**src/rtl/acc_alu_pkg.sv**
```systemverilog
package acc_alu_pkg;

    localparam int DATA_W = 8;

    typedef enum logic [3:0] {
        OP_ADD = 4'd0,  OP_ADC = 4'd1,  OP_SUB = 4'd2,  OP_SBB = 4'd3,
        OP_CMP = 4'd4,  OP_INC = 4'd5,  OP_DEC = 4'd6,  OP_AND = 4'd7,
        OP_OR  = 4'd8,  OP_XOR = 4'd9,  OP_RLW = 4'd10, OP_RRW = 4'd11,
        OP_RLC = 4'd12, OP_RRC = 4'd13, OP_NP0 = 4'd14, OP_NP1 = 4'd15
    } alu_op_e;

    // flag byte bit positions
    localparam int FB_SIGN = 7;
    localparam int FB_ZERO = 6;
    localparam int FB_NIB  = 4;
    localparam int FB_PAR  = 2;
    localparam int FB_CY   = 0;

    typedef struct packed {
        logic [DATA_W-1:0] res;
        logic [7:0]        flags;
        logic              we;
    } alu_out_t;

    function automatic logic [7:0] pack_flags(input logic s, input logic z,
                                              input logic n, input logic p,
                                              input logic c);
        logic [7:0] f;
        f = 8'h02;
        f[FB_SIGN] = s;
        f[FB_ZERO] = z;
        f[FB_NIB]  = n;
        f[FB_PAR]  = p;
        f[FB_CY]   = c;
        return f;
    endfunction

endpackage

```
**src/rtl/acc_alu_arith.sv**
```systemverilog
module acc_alu_arith #(
    parameter int WIDTH = 8
) (
    input  logic [WIDTH-1:0] a,
    input  logic [WIDTH-1:0] b,
    input  logic             cb_in,   // carry (add) or borrow (subtract) in
    input  logic             do_sub,
    output logic [WIDTH-1:0] sum,
    output logic             cb_out,  // carry (add) or borrow (subtract) out
    output logic             nib_cb   // same, at the nibble boundary
);
    localparam int NIB = WIDTH / 2;

    logic [WIDTH-1:0] b_eff;
    logic             c0;
    logic [NIB:0]     lo;
    logic [WIDTH:0]   full;

    always_comb begin
        b_eff  = do_sub ? ~b : b;
        c0     = do_sub ? ~cb_in : cb_in;
        lo     = {1'b0, a[NIB-1:0]} + {1'b0, b_eff[NIB-1:0]} + {{NIB{1'b0}}, c0};
        full   = {1'b0, a} + {1'b0, b_eff} + {{WIDTH{1'b0}}, c0};
        sum    = full[WIDTH-1:0];
        cb_out = do_sub ? ~full[WIDTH] : full[WIDTH];
        nib_cb = do_sub ? ~lo[NIB] : lo[NIB];
    end
endmodule

```
**src/rtl/acc_alu_rot.sv**
```systemverilog
module acc_alu_rot #(
    parameter int WIDTH = 8
) (
    input  logic [WIDTH-1:0] a,
    input  logic             cy_old,
    input  logic             left,
    input  logic             thru,
    output logic [WIDTH-1:0] res,
    output logic             cy_new
);
    logic fill;

    always_comb begin
        if (left) begin
            fill   = thru ? cy_old : a[WIDTH-1];
            res    = {a[WIDTH-2:0], fill};
            cy_new = a[WIDTH-1];
        end else begin
            fill   = thru ? cy_old : a[0];
            res    = {fill, a[WIDTH-1:1]};
            cy_new = a[0];
        end
    end
endmodule

```
**src/rtl/acc_alu.sv**
```systemverilog
module acc_alu
    import acc_alu_pkg::*;
(
    input  logic             clk,
    input  logic             rst_n,
    input  logic [3:0]       op,
    input  logic [DATA_W-1:0] acc_a,
    input  logic [DATA_W-1:0] opnd_b,
    input  logic             cy_in,
    input  logic [7:0]       flag_in,
    output logic [DATA_W-1:0] res_q,
    output logic [7:0]       flag_q,
    output logic             acc_we_q
);
    alu_op_e  op_e;
    alu_out_t nx_d, st_q;

    logic [DATA_W-1:0] ar_b, ar_sum, rot_res, lg_res;
    logic              ar_cbin, ar_sub, ar_cb, ar_nib, rot_cy;
    logic              is_rot, rot_left, rot_thru;

    assign op_e = alu_op_e'(op);

    // operand steering for the shared adder
    always_comb begin
        ar_b    = opnd_b;
        ar_cbin = 1'b0;
        ar_sub  = 1'b0;
        unique case (op_e)
            OP_ADC:         ar_cbin = cy_in;
            OP_SUB, OP_CMP: ar_sub  = 1'b1;
            OP_SBB: begin ar_sub = 1'b1; ar_cbin = cy_in; end
            OP_INC: begin ar_b = '0; ar_cbin = 1'b1; end
            OP_DEC: begin ar_b = {{(DATA_W-1){1'b0}}, 1'b1}; ar_sub = 1'b1; end
            default: ;
        endcase
    end

    acc_alu_arith #(.WIDTH(DATA_W)) u_arith (
        .a(acc_a), .b(ar_b), .cb_in(ar_cbin), .do_sub(ar_sub),
        .sum(ar_sum), .cb_out(ar_cb), .nib_cb(ar_nib)
    );

    assign is_rot   = (op_e == OP_RLW) || (op_e == OP_RRW) ||
                      (op_e == OP_RLC) || (op_e == OP_RRC);
    assign rot_left = (op_e == OP_RLW) || (op_e == OP_RLC);
    assign rot_thru = (op_e == OP_RLC) || (op_e == OP_RRC);

    acc_alu_rot #(.WIDTH(DATA_W)) u_rot (
        .a(acc_a), .cy_old(flag_in[FB_CY]), .left(rot_left), .thru(rot_thru),
        .res(rot_res), .cy_new(rot_cy)
    );

    always_comb begin
        unique case (op_e)
            OP_AND:  lg_res = acc_a & opnd_b;
            OP_OR:   lg_res = acc_a | opnd_b;
            default: lg_res = acc_a ^ opnd_b;
        endcase
    end

    // next-state computation
    always_comb begin
        nx_d.res   = acc_a;
        nx_d.we    = 1'b1;
        nx_d.flags = pack_flags(flag_in[FB_SIGN], flag_in[FB_ZERO],
                                flag_in[FB_NIB], flag_in[FB_PAR], flag_in[FB_CY]);
        unique case (op_e)
            OP_ADD, OP_ADC, OP_SUB, OP_SBB: begin
                nx_d.res   = ar_sum;
                nx_d.flags = pack_flags(ar_sum[DATA_W-1], ar_sum == '0, ar_nib,
                                        ~^ar_sum, ar_cb);
            end
            OP_CMP: begin
                nx_d.we    = 1'b0;
                nx_d.flags = pack_flags(ar_sum[DATA_W-1], ar_sum == '0, ar_nib,
                                        ~^ar_sum, ar_cb);
            end
            OP_INC, OP_DEC: begin
                nx_d.res   = ar_sum;
                nx_d.flags = pack_flags(ar_sum[DATA_W-1], ar_sum == '0, ar_nib,
                                        ~^ar_sum, flag_in[FB_CY]);
            end
            OP_AND, OP_OR, OP_XOR: begin
                nx_d.res   = lg_res;
                nx_d.flags = pack_flags(lg_res[DATA_W-1], lg_res == '0, 1'b0,
                                        ~^lg_res, 1'b0);
            end
            OP_RLW, OP_RRW, OP_RLC, OP_RRC: begin
                nx_d.res   = rot_res;
                nx_d.flags = pack_flags(flag_in[FB_SIGN], flag_in[FB_ZERO],
                                        flag_in[FB_NIB], flag_in[FB_PAR], rot_cy);
            end
            default: nx_d.we = 1'b0;
        endcase
    end

    always_ff @(posedge clk) begin
        if (!rst_n) begin
            st_q.res   <= '0;
            st_q.flags <= 8'h02;
            st_q.we    <= 1'b0;
        end else begin
            st_q <= nx_d;
        end
    end

    assign res_q    = st_q.res;
    assign flag_q   = st_q.flags;
    assign acc_we_q = st_q.we;

    logic cls_arith, cls_logic;
    assign cls_arith = (op <= 4'd6);
    assign cls_logic = (op >= 4'd7) && (op <= 4'd9);

    AST_CMP_NO_WRITE: assert property (@(posedge clk) disable iff (!rst_n)
        (op == 4'd4) |=> !acc_we_q && res_q == $past(acc_a));
    AST_INCDEC_KEEP_CY: assert property (@(posedge clk) disable iff (!rst_n)
        (op == 4'd5 || op == 4'd6) |=> flag_q[0] == $past(flag_in[0]));
    AST_LOGIC_CLR_CY: assert property (@(posedge clk) disable iff (!rst_n)
        cls_logic |=> !flag_q[0] && !flag_q[4]);
    AST_ROT_KEEP_OTHERS: assert property (@(posedge clk) disable iff (!rst_n)
        is_rot |=> flag_q[7:1] == ($past(flag_in[7:1]) & 7'b1101010 | 7'b0000001));
    AST_SIGN_ZERO: assert property (@(posedge clk) disable iff (!rst_n)
        (cls_arith && op != 4'd4 || cls_logic) |=>
        flag_q[7] == res_q[7] && flag_q[6] == (res_q == '0));
    AST_PARITY: assert property (@(posedge clk) disable iff (!rst_n)
        (cls_arith && op != 4'd4 || cls_logic) |=> flag_q[2] == ~^res_q);
    AST_FIXED_BITS: assert property (@(posedge clk) disable iff (!rst_n)
        1'b1 |=> !flag_q[5] && !flag_q[3] && flag_q[1]);
endmodule

```
**config.mk**
```make
export PLATFORM = sky130hd
export DESIGN_NAME = acc_alu
export DESIGN_NICKNAME = d
export VERILOG_FILES = /design/src/rtl/acc_alu_pkg.sv /design/src/rtl/acc_alu_arith.sv /design/src/rtl/acc_alu_rot.sv /design/src/rtl/acc_alu.sv
export SDC_FILE = /design/constraint.sdc
export NUM_CORES = 1
export LEC_CHECK = 0
export BUFFER_PORTS_ARGS = -buffer_cell sky130_fd_sc_hd__buf_4
export CAP_MARGIN = 20
export CORE_AREA = 2 2 72 74
export DETAILED_ROUTE_END_ITERATION = 8
export DIE_AREA = 0 0 74 76
export GPL_TIMING_DRIVEN = 0
export PLACE_DENSITY = 0.67
export SYNTH_ARGS = -nofsm -noshare
export SYNTH_HDL_FRONTEND = slang
export SYNTH_SLANG_ARGS = --single-unit
```
**constraint.sdc**
```tcl
create_clock -name clk -period 6.4 [get_ports clk]
set_clock_uncertainty 0.15 [all_clocks]
set_input_delay 1.28 -clock clk [delete_from_list [all_inputs] [get_ports clk]]
set_output_delay 1.28 -clock clk [all_outputs]
set_load 0.1 [all_outputs]
```
==> results.txt <==
Initial Utilization -> 43.5%
Critical path arrival -> 5.39 ns
Final core utilization -> 52.2%
Pins Over Slew Limit -> 0
Finish-stage setup viols -> 0
Pleak -> 1.18 nW
Layout Cells excl Fill -> 386
Grt total ovfl -> 0
Worst min path class -> in2reg
Rows -> 26
Die ar. -> 5620 sq um
Yosys top cell area share -> 18.1%
Area grow syn2layout -> 19.9%
Hold path startpoint -> flag_in[2]
Die width -> 74 microns
Worst EP required -> 6.36 ns
PwrDens -> 207 nW/um^2
FF+latch count, synth -> 14
Asr flop ratio synth -> 0%
Vias in the first global route -> 2,036
Worst-Margin Slew -> 0.786 ns
CTS root buf -> clkbuf_8
Max rail drop VDD -> 0.125 mV
Post-synth EDFFs -> 0
GP Congestion -> 0.938
Global-route track usage on met2 -> 36.4%
Multi-input gate area -> 1680 sq um
Wire length per cell -> 16.0 microns
Hold Crit Endpoint -> flag_q[2]
Setup crit start -> op[3]
Leading area contributor after synthesis -> ha_1
Worst-path clk slew -> 0.05 ns
GRT met1 Usage -> 30.0%
Most used routing layer -> met2
Fill cell total of the finished layout -> 512
Num Clock Sinks -> 14
FF+latch area -> 280 sq um
Post-CTS Resized -> 0
Placed cell area -> 2520 sq um
Largest net degree at the start of global routing -> 11
Fmax -> 0.184 GHz
Global-route wire length before repair -> 9890 microns
Antenna Nets Post-Route -> 0
Hold Buf Count CTS -> 0
Setup repair after global routing missed its margin -> no
Via count -> 2,258
Final hold violations -> 0
Sequential share of the synthesized area -> 13.1%
CTS buffer count -> 3
Worst slew margin relative to its limit -> 46.9%
H-Tree Depth -> 1
Design area -> 2560 sq um
MaxCap Viol Count -> 0
Post-synth top cells -> ha_1 (31), nor2_1 (22), a21oi_1 (21), inv_1 (21)
Setup Fix Bufs, Post-CTS -> 0
Die Span Y -> 76 microns
Hold depth -> 3
Clock Path Buffers -> 2
TritonCTS clock tree -> built
Ys Warns -> 0
Placed Cells -> 383
Initial antenna violation count -> 0
Syn_area_per_cell -> 7.83 sq um
Number of I/O pins -> 48
Vias per std cell -> 5.85
DRC violations left -> 0
Tmin final -> 5.43 ns
Post-synth cell types -> 52
Status -> finished, final reports clean
PortBufs -> 39
Mapped Area -> 2140 sq um
Overall Global Routing Usage -> 22.1%
Setup TNS -> 0 ns
DP Wirelength -> 4920 microns
Layout cells sized above 1 -> 23.4%
Routed wire length -> 6180 microns
Met3 usage -> 2.78%
1st-iter DRT viols -> 313
Main synth FF type -> dfxtp_1
N_diodes -> 0
Setup crit end kind -> flop
Final-stage net count -> 382
Startpoint types -> input pin
First-pass DRT Iterations -> 5
Final period utilization -> 84.8%
WS Path Type -> in2reg
Most common cell in the netlist -> ha_1
Synthesized instance count -> 273
Core area -> 4910 sq um
CP max FO -> 10
Synth area leaders -> ha_1 (18%), dfxtp_1 (13%), o221a_2 (5.3%), a21oi_1 (4.9%), xnor2_1 (4.1%)
==> per-layer routing <==
layer / part of all wire, % / vias to the layer above
li1: - / 1087
met1: 42 / 1030
met2: 47 / 118
met3: 7.9 / 23
met4: 3.0 / 0
met5: 0 / -
==> stage by stage <==
step	power [W]	worst slack, ns	hold WS (ns)
after floorplan	0.000380	1.38	1.27
after global placement	0.000459	0.854	1.39
after detailed placement	0.000465	0.846	1.40
after CTS	0.000530	1.07	1.16
after global routing	0.000566	0.549	1.16
final	0.000532	0.970	1.16
==> cells by family (layout without fill, tap and decap cells) <==
family / Yosys count / count (layout) / share of synthesized area, %
muxes: 5 / 5 / 2.34
xor gates and xnor gates: 15 / 15 / 6.14
buffers and inverters: 39 / 81 / 8.54
adders and majority gates: 33 / 33 / 20.0
other: 2 / 3 / 0.351
AOI/OAI and AO/OA: 91 / 91 / 31.8
and+or+nand+nor: 74 / 74 / 17.7
DFF: 14 / 14 / 13.1
==> state kept, by name (all words and copies together) (netlist names) <==
register	flops
acc_we_q	1
flag_q	5
res_q	8
==> cells in the final DEF, fill, tap and decap left out, types with 2 or more instances in the layout <==
cell and count:
buf_4 43, ha_1 31, nor2_1 22, a21oi_1 21, inv_1 21, nand2_1 17, o21ai_0 17, dfxtp_1 14
o221a_2 10, xnor2_1 10, a221oi_1 8, nand2b_1 7, buf_2 5, nor3_1 5, xor2_1 5, a31oi_1 5
mux2i_1 5, clkbuf_1 4, and2_1 4, a211oi_1 4, nor2b_1 4, nor2_2 3, a21o_1 3, and3_1 3
a22oi_1 3, o22ai_1 3, o221ai_1 3, conb_1 3, clkbuf_8 3, buf_1 2, buf_6 2, a221oi_2 2
nand3_1 2, and4_1 2, fa_1 2
==> worst max path at each step <==
stage / to / slack [ns] / cells past startpoint
floorplan: flag_q[2] / 1.38 / 16
global placement: flag_q[2] / 0.85 / 16
detailed placement: flag_q[2] / 0.85 / 16
CTS: flag_q[2] / 1.07 / 16
global route: flag_q[2] / 0.55 / 16
finish: flag_q[2] / 0.97 / 16
==> where the power goes <==
part           leakage [nW]  internal (W)  switching (W)  total (W)
Sequential            0.116     0.0000997     0.00000262   0.000102
Clock                0.0216     0.0000412      0.0000244  0.0000656
Combinational          1.05      0.000128       0.000236   0.000364
Total                  1.18      0.000269       0.000263   0.000532
==> cell type report <==
type,instances,area share [%]
buffer,17,3.90
clock buffer,3,1.61
inverter,22,3.22
multi-input combinational,221,65.5
sequential,14,10.9
tap,70,3.42
timing repair buffer,39,11.4
==> worst max-delay path, stage by stage <==
cell	delay, ns
buf_4	0.14
clkbuf_1	0.31
clkbuf_1	0.38
nor3_1	0.11
a311oi_1	0.28
o21ai_0	0.17
fa_1	0.49
fa_1	0.43
a21o_1	0.21
a221oi_1	0.44
xor2_1	0.26
ha_1	0.28
xor2_1	0.17
xnor2_1	0.13
a22oi_1	0.20
a21oi_1	0.10
No activity file was read; power rests on OpenSTA's default activity.
